==> src/rtl/vfd_ctrl_pkg.sv <==
package vfd_ctrl_pkg;
  typedef enum logic [1:0] {
    CLS_MODE = 2'b00,
    CLS_DSET = 2'b01,
    CLS_DCTL = 2'b10,
    CLS_ADDR = 2'b11
  } cmd_cls_e;

  typedef enum logic [1:0] {
    TGT_RAM = 2'b00,
    TGT_LED = 2'b01,
    TGT_KEY = 2'b10,
    TGT_SW  = 2'b11
  } tgt_e;
endpackage

==> src/rtl/vfd_sync.sv <==
module vfd_sync #(
  parameter int             W       = 1,
  parameter int             STAGES  = 2,
  parameter logic [W-1:0]   RST_VAL = '0
) (
  input  logic         clk_i,
  input  logic         rst_ni,
  input  logic [W-1:0] d_i,
  output logic [W-1:0] q_o
);
  for (genvar g = 0; g < W; g++) begin : g_bit
    logic [STAGES-1:0] ff;
    always_ff @(posedge clk_i or negedge rst_ni) begin
      if (!rst_ni) ff <= {STAGES{RST_VAL[g]}};
      else         ff <= {ff[STAGES-2:0], d_i[g]};
    end
    assign q_o[g] = ff[STAGES-1];
  end
endmodule

==> src/rtl/vfd_serial_rx.sv <==
module vfd_serial_rx #(
  parameter int BYTE_W = 8
) (
  input  logic              clk_i,
  input  logic              rst_ni,
  input  logic              stb_i,
  input  logic              sclk_i,
  input  logic              din_i,
  output logic              sclk_fall_o,
  output logic              byte_vld_o,
  output logic              is_cmd_o,
  output logic [BYTE_W-1:0] byte_o
);
  localparam int CNT_W = $clog2(BYTE_W);

  logic              sclk_q;
  logic              first_q;
  logic              vld_q;
  logic              is_cmd_q;
  logic [CNT_W-1:0]  cnt_q;
  logic [BYTE_W-1:0] sh_q;
  logic [BYTE_W-1:0] byte_q;
  logic              rise;

  assign rise        =  sclk_i & ~sclk_q & ~stb_i;
  assign sclk_fall_o = ~sclk_i &  sclk_q & ~stb_i;

  always_ff @(posedge clk_i or negedge rst_ni) begin
    if (!rst_ni) begin
      sclk_q   <= 1'b1;
      first_q  <= 1'b1;
      vld_q    <= 1'b0;
      is_cmd_q <= 1'b0;
      cnt_q    <= '0;
      sh_q     <= '0;
      byte_q   <= '0;
    end else begin
      sclk_q <= sclk_i;
      vld_q  <= 1'b0;
      if (stb_i) begin
        cnt_q   <= '0;
        first_q <= 1'b1;
      end else if (rise) begin
        sh_q <= {din_i, sh_q[BYTE_W-1:1]};
        if (cnt_q == CNT_W'(BYTE_W-1)) begin
          cnt_q    <= '0;
          vld_q    <= 1'b1;
          byte_q   <= {din_i, sh_q[BYTE_W-1:1]};
          is_cmd_q <= first_q;
          first_q  <= 1'b0;
        end else begin
          cnt_q <= cnt_q + 1'b1;
        end
      end
    end
  end

  assign byte_vld_o = vld_q;
  assign is_cmd_o   = is_cmd_q;
  assign byte_o     = byte_q;

  // strobe high blocks byte completion and clears the bit count
  a_r2_stb_blocks_byte: assert property (@(posedge clk_i) disable iff (!rst_ni)
    stb_i |=> !byte_vld_o);
  a_r2_stb_clears_count: assert property (@(posedge clk_i) disable iff (!rst_ni)
    stb_i |=> (cnt_q == '0));
  // only one command byte per strobe window
  a_r1_single_cmd: assert property (@(posedge clk_i) disable iff (!rst_ni)
    (byte_vld_o && is_cmd_o) |-> !first_q);
endmodule

==> src/rtl/vfd_cmd_regs.sv <==
module vfd_cmd_regs
  import vfd_ctrl_pkg::*;
#(
  parameter int ADDR_W    = 6,
  parameter int RAM_DEPTH = 48,
  parameter int LED_W     = 5
) (
  input  logic              clk_i,
  input  logic              rst_ni,
  input  logic              byte_vld_i,
  input  logic              is_cmd_i,
  input  logic [7:0]        byte_i,
  output logic              rd_start_o,
  output logic              rd_key_o,
  output logic              ram_we_o,
  output logic [ADDR_W-1:0] ram_addr_o,
  output logic [7:0]        ram_wdata_o,
  output logic [LED_W-1:0]  led_n_o,
  output logic [3:0]        mode_o,
  output logic              disp_on_o,
  output logic [2:0]        dim_o,
  output logic              test_mode_o
);
  localparam logic [ADDR_W-1:0] ADDR_LIM = ADDR_W'(RAM_DEPTH);

  cmd_cls_e          cls;
  tgt_e              tgt_q;
  logic              fixed_q;
  logic              test_q;
  logic [ADDR_W-1:0] addr_q;
  logic [3:0]        mode_q;
  logic [3:0]        nmode;
  logic              disp_on_q;
  logic [2:0]        dim_q;
  logic [LED_W-1:0]  led_q;
  logic              we_q;
  logic [ADDR_W-1:0] waddr_q;
  logic [7:0]        wdata_q;
  logic              addr_ok;

  assign cls     = cmd_cls_e'(byte_i[7:6]);
  assign nmode   = byte_i[3] ? byte_i[3:0] : 4'b0000;
  assign addr_ok = addr_q < ADDR_LIM;

  assign rd_start_o = byte_vld_i && is_cmd_i && (cls == CLS_DSET) && byte_i[1];
  assign rd_key_o   = ~byte_i[0];

  always_ff @(posedge clk_i or negedge rst_ni) begin
    if (!rst_ni) begin
      tgt_q     <= TGT_RAM;
      fixed_q   <= 1'b0;
      test_q    <= 1'b0;
      addr_q    <= '0;
      mode_q    <= 4'b1111;
      disp_on_q <= 1'b0;
      dim_q     <= '0;
      led_q     <= '1;
      we_q      <= 1'b0;
      waddr_q   <= '0;
      wdata_q   <= '0;
    end else begin
      we_q <= 1'b0;
      if (byte_vld_i) begin
        if (is_cmd_i) begin
          unique case (cls)
            CLS_MODE: if (nmode != mode_q) begin
              mode_q    <= nmode;
              disp_on_q <= 1'b0;
            end
            CLS_DSET: begin
              tgt_q   <= tgt_e'(byte_i[1:0]);
              fixed_q <= byte_i[2];
              test_q  <= byte_i[3];
            end
            CLS_DCTL: begin
              disp_on_q <= byte_i[3];
              dim_q     <= byte_i[2:0];
            end
            CLS_ADDR: addr_q <= byte_i[ADDR_W-1:0];
          endcase
        end else begin
          case (tgt_q)
            TGT_RAM: if (addr_ok) begin
              we_q    <= 1'b1;
              waddr_q <= addr_q;
              wdata_q <= byte_i;
              if (!fixed_q) addr_q <= addr_q + 1'b1;
            end
            TGT_LED: led_q <= byte_i[LED_W-1:0];
            default: ;
          endcase
        end
      end
    end
  end

  assign ram_we_o    = we_q;
  assign ram_addr_o  = waddr_q;
  assign ram_wdata_o = wdata_q;
  assign led_n_o     = led_q;
  assign mode_o      = mode_q;
  assign disp_on_o   = disp_on_q;
  assign dim_o       = dim_q;
  assign test_mode_o = test_q;

  // address stepping after each write
  a_r7_auto_inc: assert property (@(posedge clk_i) disable iff (!rst_ni)
    (we_q && !fixed_q) |-> (addr_q == waddr_q + 1'b1));
  a_r7_fixed_hold: assert property (@(posedge clk_i) disable iff (!rst_ni)
    (we_q && fixed_q) |-> (addr_q == waddr_q));
  // no write outside the RAM
  a_r8_write_in_range: assert property (@(posedge clk_i) disable iff (!rst_ni)
    ram_we_o |-> (ram_addr_o < ADDR_LIM));
  a_r8_addr_on_byte: assert property (@(posedge clk_i) disable iff (!rst_ni)
    !$stable(addr_q) |-> $past(byte_vld_i));
  // a mode change leaves the display off
  a_r3_mode_blanks: assert property (@(posedge clk_i) disable iff (!rst_ni)
    !$stable(mode_q) |-> !disp_on_q);
  // LED port only moves on an LED data byte
  a_r9_led_on_data: assert property (@(posedge clk_i) disable iff (!rst_ni)
    !$stable(led_q) |-> $past(byte_vld_i && !is_cmd_i && tgt_q == TGT_LED));
endmodule

==> src/rtl/vfd_read_tx.sv <==
module vfd_read_tx #(
  parameter int KEY_BYTES = 6,
  parameter int SW_W      = 4
) (
  input  logic                   clk_i,
  input  logic                   rst_ni,
  input  logic                   stb_i,
  input  logic                   fall_i,
  input  logic                   rd_start_i,
  input  logic                   rd_key_i,
  input  logic [KEY_BYTES*8-1:0] key_i,
  input  logic [SW_W-1:0]        sw_i,
  output logic                   dout_o,
  output logic                   dout_oe_o
);
  localparam int IDX_W = (KEY_BYTES > 1) ? $clog2(KEY_BYTES) : 1;

  logic             active_q;
  logic             key_sel_q;
  logic [2:0]       bit_q;
  logic [IDX_W-1:0] idx_q;
  logic             dout_q;
  logic [7:0]       cur_byte;

  assign cur_byte = key_sel_q ? key_i[int'(idx_q)*8 +: 8]
                              : {{(8-SW_W){1'b0}}, sw_i};

  always_ff @(posedge clk_i or negedge rst_ni) begin
    if (!rst_ni) begin
      active_q  <= 1'b0;
      key_sel_q <= 1'b0;
      bit_q     <= '0;
      idx_q     <= '0;
      dout_q    <= 1'b1;
    end else if (stb_i) begin
      active_q <= 1'b0;
      bit_q    <= '0;
      idx_q    <= '0;
      dout_q   <= 1'b1;
    end else if (rd_start_i) begin
      active_q  <= 1'b1;
      key_sel_q <= rd_key_i;
      bit_q     <= '0;
      idx_q     <= '0;
    end else if (active_q && fall_i) begin
      dout_q <= cur_byte[bit_q];
      bit_q  <= bit_q + 1'b1;
      if (bit_q == 3'd7)
        idx_q <= (idx_q == IDX_W'(KEY_BYTES-1)) ? '0 : idx_q + 1'b1;
    end
  end

  assign dout_o    = dout_q;
  assign dout_oe_o = active_q & ~dout_q;

  // line released once strobe is high
  a_r12_release_on_stb: assert property (@(posedge clk_i) disable iff (!rst_ni)
    stb_i |=> !dout_oe_o);
  // output bit only moves on a falling serial edge
  a_r10_dout_on_fall: assert property (@(posedge clk_i) disable iff (!rst_ni)
    (!fall_i && !stb_i) |=> $stable(dout_o));
endmodule

==> src/rtl/vfd_serial_ctrl.sv <==
module vfd_serial_ctrl #(
  parameter int ADDR_W      = 6,
  parameter int RAM_DEPTH   = 48,
  parameter int LED_W       = 5,
  parameter int KEY_BYTES   = 6,
  parameter int SW_W        = 4,
  parameter int SYNC_STAGES = 2
) (
  input  logic                   clk_i,
  input  logic                   rst_ni,
  input  logic                   stb_i,
  input  logic                   sclk_i,
  input  logic                   din_i,
  input  logic [SW_W-1:0]        sw_i,
  input  logic [KEY_BYTES*8-1:0] key_i,
  output logic                   dout_o,
  output logic                   dout_oe_o,
  output logic                   ram_we_o,
  output logic [ADDR_W-1:0]      ram_addr_o,
  output logic [7:0]             ram_wdata_o,
  output logic [LED_W-1:0]       led_n_o,
  output logic [3:0]             mode_o,
  output logic                   disp_on_o,
  output logic [2:0]             dim_o,
  output logic                   test_mode_o
);
  logic [2:0]      ser_s;
  logic [SW_W-1:0] sw_s;
  logic            fall, byte_vld, is_cmd, rd_start, rd_key;
  logic [7:0]      rx_byte;

  // {din, sclk, stb}: line idles with strobe and clock high
  vfd_sync #(.W(3), .STAGES(SYNC_STAGES), .RST_VAL(3'b011)) i_ser_sync (
    .clk_i, .rst_ni, .d_i({din_i, sclk_i, stb_i}), .q_o(ser_s)
  );

  vfd_sync #(.W(SW_W), .STAGES(SYNC_STAGES), .RST_VAL('0)) i_sw_sync (
    .clk_i, .rst_ni, .d_i(sw_i), .q_o(sw_s)
  );

  vfd_serial_rx #(.BYTE_W(8)) i_rx (
    .clk_i, .rst_ni,
    .stb_i(ser_s[0]), .sclk_i(ser_s[1]), .din_i(ser_s[2]),
    .sclk_fall_o(fall), .byte_vld_o(byte_vld), .is_cmd_o(is_cmd), .byte_o(rx_byte)
  );

  vfd_cmd_regs #(.ADDR_W(ADDR_W), .RAM_DEPTH(RAM_DEPTH), .LED_W(LED_W)) i_regs (
    .clk_i, .rst_ni,
    .byte_vld_i(byte_vld), .is_cmd_i(is_cmd), .byte_i(rx_byte),
    .rd_start_o(rd_start), .rd_key_o(rd_key),
    .ram_we_o, .ram_addr_o, .ram_wdata_o, .led_n_o,
    .mode_o, .disp_on_o, .dim_o, .test_mode_o
  );

  vfd_read_tx #(.KEY_BYTES(KEY_BYTES), .SW_W(SW_W)) i_tx (
    .clk_i, .rst_ni,
    .stb_i(ser_s[0]), .fall_i(fall), .rd_start_i(rd_start), .rd_key_i(rd_key),
    .key_i, .sw_i(sw_s), .dout_o, .dout_oe_o
  );
endmodule

==> config.mk <==
export PLATFORM = sky130hd
export DESIGN_NAME = vfd_serial_ctrl
export DESIGN_NICKNAME = d
export VERILOG_FILES = /design/src/rtl/vfd_ctrl_pkg.sv /design/src/rtl/vfd_sync.sv /design/src/rtl/vfd_serial_rx.sv /design/src/rtl/vfd_cmd_regs.sv /design/src/rtl/vfd_read_tx.sv /design/src/rtl/vfd_serial_ctrl.sv
export SDC_FILE = /design/constraint.sdc
export NUM_CORES = 1
export LEC_CHECK = 0
export CORE_ASPECT_RATIO = 2
export CORE_MARGIN = 4
export CORE_UTILIZATION = 50
export CTS_CLUSTER_SIZE = 10
export DETAILED_ROUTE_END_ITERATION = 10
export PLACE_DENSITY = 0.85
export SLEW_MARGIN = 20
export SYNTH_ARGS = -nofsm -noshare
export SYNTH_HDL_FRONTEND = slang
export SYNTH_SLANG_ARGS = --single-unit
==> constraint.sdc <==
create_clock -name clk_i -period 1.9 [get_ports clk_i]
set_input_delay 0.38 -clock clk_i [delete_from_list [all_inputs] [get_ports clk_i]]
set_output_delay 0.38 -clock clk_i [all_outputs]
set_load 0.02 [all_outputs]
Yosys cells after proc, flatten, opt, wreduce, memory -nomap -nowiden
Index checks and enable logic that the tools add are counted.

cells by class
  $add $sub $neg = 4
  order comparisons = 2
  eq/ne operators = 12
  shifts and indexed selects = 1
  multiplexer cells = 37
  bitwise operators = 11
  reduce and logical (&&, ||, !) cells = 28

operators by type and width
  kind                   number
  $shiftx A48 B7 Y8      1
  $mux W3                11
  $mux W6                5
  $mux W1                17
  $reduce_bool A2 Y1     7
  $reduce_and A3 Y1      4
  $reduce_and A4 Y1      3
  $reduce_and A2 Y1      5
  $add A3 B1 Y3 const B  3
  $eq A3 B3 Y1 const B   3
  $mux W8                1
  $add A6 B1 Y6 const B  1
  $lt A6 B6 Y1 const B   1
  $not A1 Y1             6
  $reduce_bool A3 Y1     2
  $and A1 B1 Y1          5
  $reduce_and A5 Y1      1
  $eq A2 B1 Y1 const B   2
  $eq A2 B2 Y1 const B   2
  $logic_and A1 B1 Y1    4
  $logic_not A2 Y1       2
  $lt A3 B4 Y1 const B   1
  $mux W4                1
  $ne A2 B1 Y1 const B   2
  4 further kinds        5

word-level totals
  register bits after elaboration = 84
  word-level logic and storage cells = 125

Logic depth before layout (Yosys ltp)
  depth after elaboration = 7
  gate-level depth with buffers = 8
  depth with buffers taken out = 6

Modules after synthesis
A second synthesis with hierarchy kept.

unflattened totals
  cell total of the unflattened synthesis = 330
  area total of the unflattened synthesis = 4151.5 um^2

modules (own cells, without submodules)
  module                  times used  cells each  area an instance (um^2)  sequential area each (um^2)
  vfd_cmd_regs            1           141         1806.7                   962.2
  vfd_read_tx             1           110         1009.7                   226.5
  vfd_serial_rx           1           58          927.1                    553.0
  vfd_sync at i_sw_sync   1           12          230.2                    200.2
  vfd_sync at i_ser_sync  1           9           177.7                    155.1

Worst setup path before layout
No wires, ideal clock.

  kind = reg2reg
  start point = reg i_ser_sync.g_bit[1].ff[1]
  end point = reg i_rx.byte_q[0], in the netlist i_rx.byte_o[0]
  arrival time = 1.556 ns
  required time = 1.775 ns
  setup slack = 0.219 ns
  cell stages (with the launch flop) = 7
  clock period less this slack = 1.681 ns
  cells stage by stage = dfstp_2 > nand2b_1 > clkbuf_2 > nor2_4 > and2_4 > buf_6 > mux2_2

between the ends
  cells in the longest elaborated chain, start to end = 3

RTL lines
  item                         line                 source
  start, declared              vfd_sync.sv:12       logic [STAGES-1:0] ff;
  start signal, assigned       vfd_sync.sv:14       if (!rst_ni) ff <= {STAGES{RST_VAL[g]}};
  start signal, assigned       vfd_sync.sv:15       else ff <= {ff[STAGES-2:0], d_i[g]};
  $and A1 B1 Y1 (2 in series)  vfd_serial_rx.sv:25  assign rise = sclk_i & ~sclk_q & ~stb_i;
  $reduce_and A3 Y1 (no line)  n/a
  end signal, assigned         vfd_serial_rx.sv:48  byte_q <= {din_i, sh_q[BYTE_W-1:1]};
  end, declared                vfd_serial_rx.sv:22  logic [BYTE_W-1:0] byte_q;

No other way between the ends.
A chain may end at the register's enable or synchronous reset.

Worst setup path in the final report
  start point = reg i_tx.dout_q, in the netlist i_tx.dout_o
  end point = out dout_o

RTL lines
  item                    line                   source
  start, declared         vfd_read_tx.sv:22      logic dout_q;
  start signal, assigned  vfd_read_tx.sv:46      dout_q <= cur_byte[bit_q];
  end, declared           vfd_serial_ctrl.sv:16  output logic dout_o,

No word-level cell between the ends.

==> flow_summary.ini <==
[final_layout]
area_growth_syn_to_layout_pct = 33.0
fin_nets = 482
n_antenna_cell = 0
utilization = 0.678
drive_gt1_frac = 0.226

[worst_setup_path]
crit_path_cell_trace = clkdlybuf4s50_1
worst-path-buf-inv = 1
startpoint = i_tx.dout_o
r2r_end = i_tx.dout_o
r2r_start = i_tx.idx_q[1]
required_ns = 1.52
crit_type = reg2out
worst_setup_path_start_kind = flip-flop
reg2reg_depth = 7
max_stage_delay_ns = 0.60
arrival_ns = 1.48
worst_setup_path_end_kind = primary output
path_max_fanout = 3
slowest_stage = clkdlybuf4s50_1
r2r_setup_slack_ns = 0.19
path_delay_family = buffers and inverters

[min_path]
worstHoldEndpoint = i_sw_sync.g_bit[0].ff[1]
hp-class = reg2reg
hold_depth = 0
min_from = i_sw_sync.g_bit[0].ff[0]

[clock_tree]
clock_path_buffers = 2
post_cts_buffers = 0
tritoncts = yes
cts_inserted_buffers = 9
clock_sinks = 83
htreeDepth = 3
clk_latency_ns = 0.33
cts.clk_slew.worst_paths_ns = 0.06
cts-root-buf = clkbuf_16

[synth]
synth-async-reset-ratio = 1.00
synthTopCellsByCount = dfrtp_1, mux2_2, nand2_1, mux2i_1, o21ai_0
ys_warn_count = 0
synth-xor-area-share = 0.00678
synth.most_common_cell = dfrtp_1
synth_edf_count = 0
avgSynthCellArea_um2 = 12.0
synthAdderAreaFrac = 0.0161
ys_seq_elements = 83
synth_compound_area_frac = 0.0966
post_synth_num_cell_types = 54
synth-main-ff-cell = dfrtp_1
synth_nets = 384
synth_area_leader_cell = dfrtp_1
synth_top_family_by_area = multiplexers
yosys.area_share.simple = 0.115
synthMuxAreaShare = 0.180
yosysTopAreaCellShare = 0.433
synth_area_um2 = 3870
synth_cells = 322
synthTopCellsByArea = dfrtp_1, dfstp_2, mux2_2
yosysSeqAreaShare = 0.541

[timing]
finalSetupViolations = 0
timing.slew.headroom = 0.681
whs_ns = 0.348
fin_tns_setup_ns = 0
min_period_ns = 1.86
finalClockSkew_ns = 0.00383
clock.fmax_mhz = 538
tightestPinTransition_ns = 0.477
rsz0062_at_grt = false
hold_viol_final = 0
post-route-period-util = 0.978
slew_violations = 0

[die]
die_w_um = 70.2
dieArea_um2 = 9310
initial_core_util = 0.510
io_pins = 88
rows = 45
core_um2 = 7600
die_h_um = 132

[flow_run]
maxCapViolCount = 0

[routing]
wl_mm = 8.87
drt_iter0_drc = 120
vias = 2872
dr.pass1.iters = 4
drcViolationCount = 0
final_antenna_net_count = 0
wl_per_cell_um = 17.1
via_per_inst = 5.53

[grt]
grt_pass1_vias = 3168
grt_max_degree = 33
gr-total-overflow = 0
gr-usage-all-layers = 0.206
grt_pass1_wl_mm = 15.2
grt_antenna_before_repair = 0

[placed_design]
finalWeightedCongestion = 0.839
dp_hpwl_mm = 6.73
port_buffers = 87

[power]
peakVddDrop_uv = 574
cellPowerDensity_nw_per_um2 = 729
p_leak_uw = 0.00221

[run_status]
status = completed
-- worst max-delay path by stage --
stage	endpoint	slack, ns	depth (start not counted)
floorplan	i_rx.byte_o[0]	0.22	6
global placement	i_tx.dout_o	0.06	6
detailed placement	i_tx.dout_o	0.02	6
CTS	mode_o[0]	0.003	1
global route	dout_o	0.01	1
finish	dout_o	0.04	1
-- worst register-to-register path, delay by kind of cell (launching register included) --
family,cells,cell delay [ns]
AOI/OAI and AO/OA,5,0.73
buffers and inverters,1,0.18
DFF,1,0.51
muxes,1,0.20
-- kinds of logic after synthesis --
group / after synthesis
adders and majority gates: 5
AOI/OAI and AO/OA: 60
DFF: 83
xor gates and xnor gates: 3
buffers and inverters: 26
muxes: 61
and+or+nand+nor: 84
-- metrics by stage --
step / area [µm²] / cells / power [µW] / setup slack, ns
floorplan: 3870 / 322 / 2010 / 0.219
global placement: 4860 / 502 / 2180 / 0.0552
detailed placement: 4860 / 502 / 2210 / 0.0171
CTS: 5140 / 519 / 3800 / 0.00259
global route: 5150 / 519 / 3900 / 0.0108
finish: 5150 / 519 / 3760 / 0.0427
-- layout by cell type (no fill, tap or decap), types with 8 or more instances in the layout --
master and instances:
nand2_1 31, clkbuf_16 9, buf_4 17, nor2_1 18, mux2_2 33, mux2i_1 24, a21oi_1 8, dfrtp_1 66
inv_1 8, dfstp_2 16, o21ai_0 19, clkdlybuf4s50_1 82
-- sequential cells by signal, summed over array words and instances (netlist names), 2 cells and up --
name	flops
i_rx.sh_q	7
i_regs.addr_q	6
i_rx.byte_o	8
i_rx.cnt_q	3
i_tx.bit_q	3
i_regs.ram_wdata_o	8
i_ser_sync.g_bit.ff	6
i_regs.dim_o	3
i_regs.tgt_q	2
i_regs.ram_addr_o	6
i_tx.idx_q	3
i_regs.mode_o	4
i_sw_sync.g_bit.ff	8
i_regs.led_n_o	5
-- what timing repair did --
item                                   4_1_cts  5_1_grt
endpoints found under the hold margin       19        0
setup endpoints to repair                    1        4
hold buffers                                 1        0
resized for setup                            1        4
-- final cells by class --
type | count | area, µm²
clock buffer | 14 | 264
clock inverter | 2 | 10.0
fill | 551 | 2450
inverter | 8 | 30.0
multi-input combinational | 213 | 1610
sequential | 83 | 2100
tap | 94 | 118
timing repair buffer | 105 | 1020
-- where the power goes --
part	internal [µW]	leakage, µW	total (µW)	switching, µW
sequential	1850	0.00107	1910	59.7
combinational	176	0.00100	264	88.1
clock	952	0.000137	1580	628
-- routing by layer --
metal	share of wire	vias to the layer above	global-route usage
met4	0.021	0	0.0885
met3	0.049	19	0.0570
met5	0	-	0
met1	0.36	1424	0.211
met2	0.57	89	0.378
li1	-	1340	-
No activity file was read; power rests on OpenSTA's default activity.
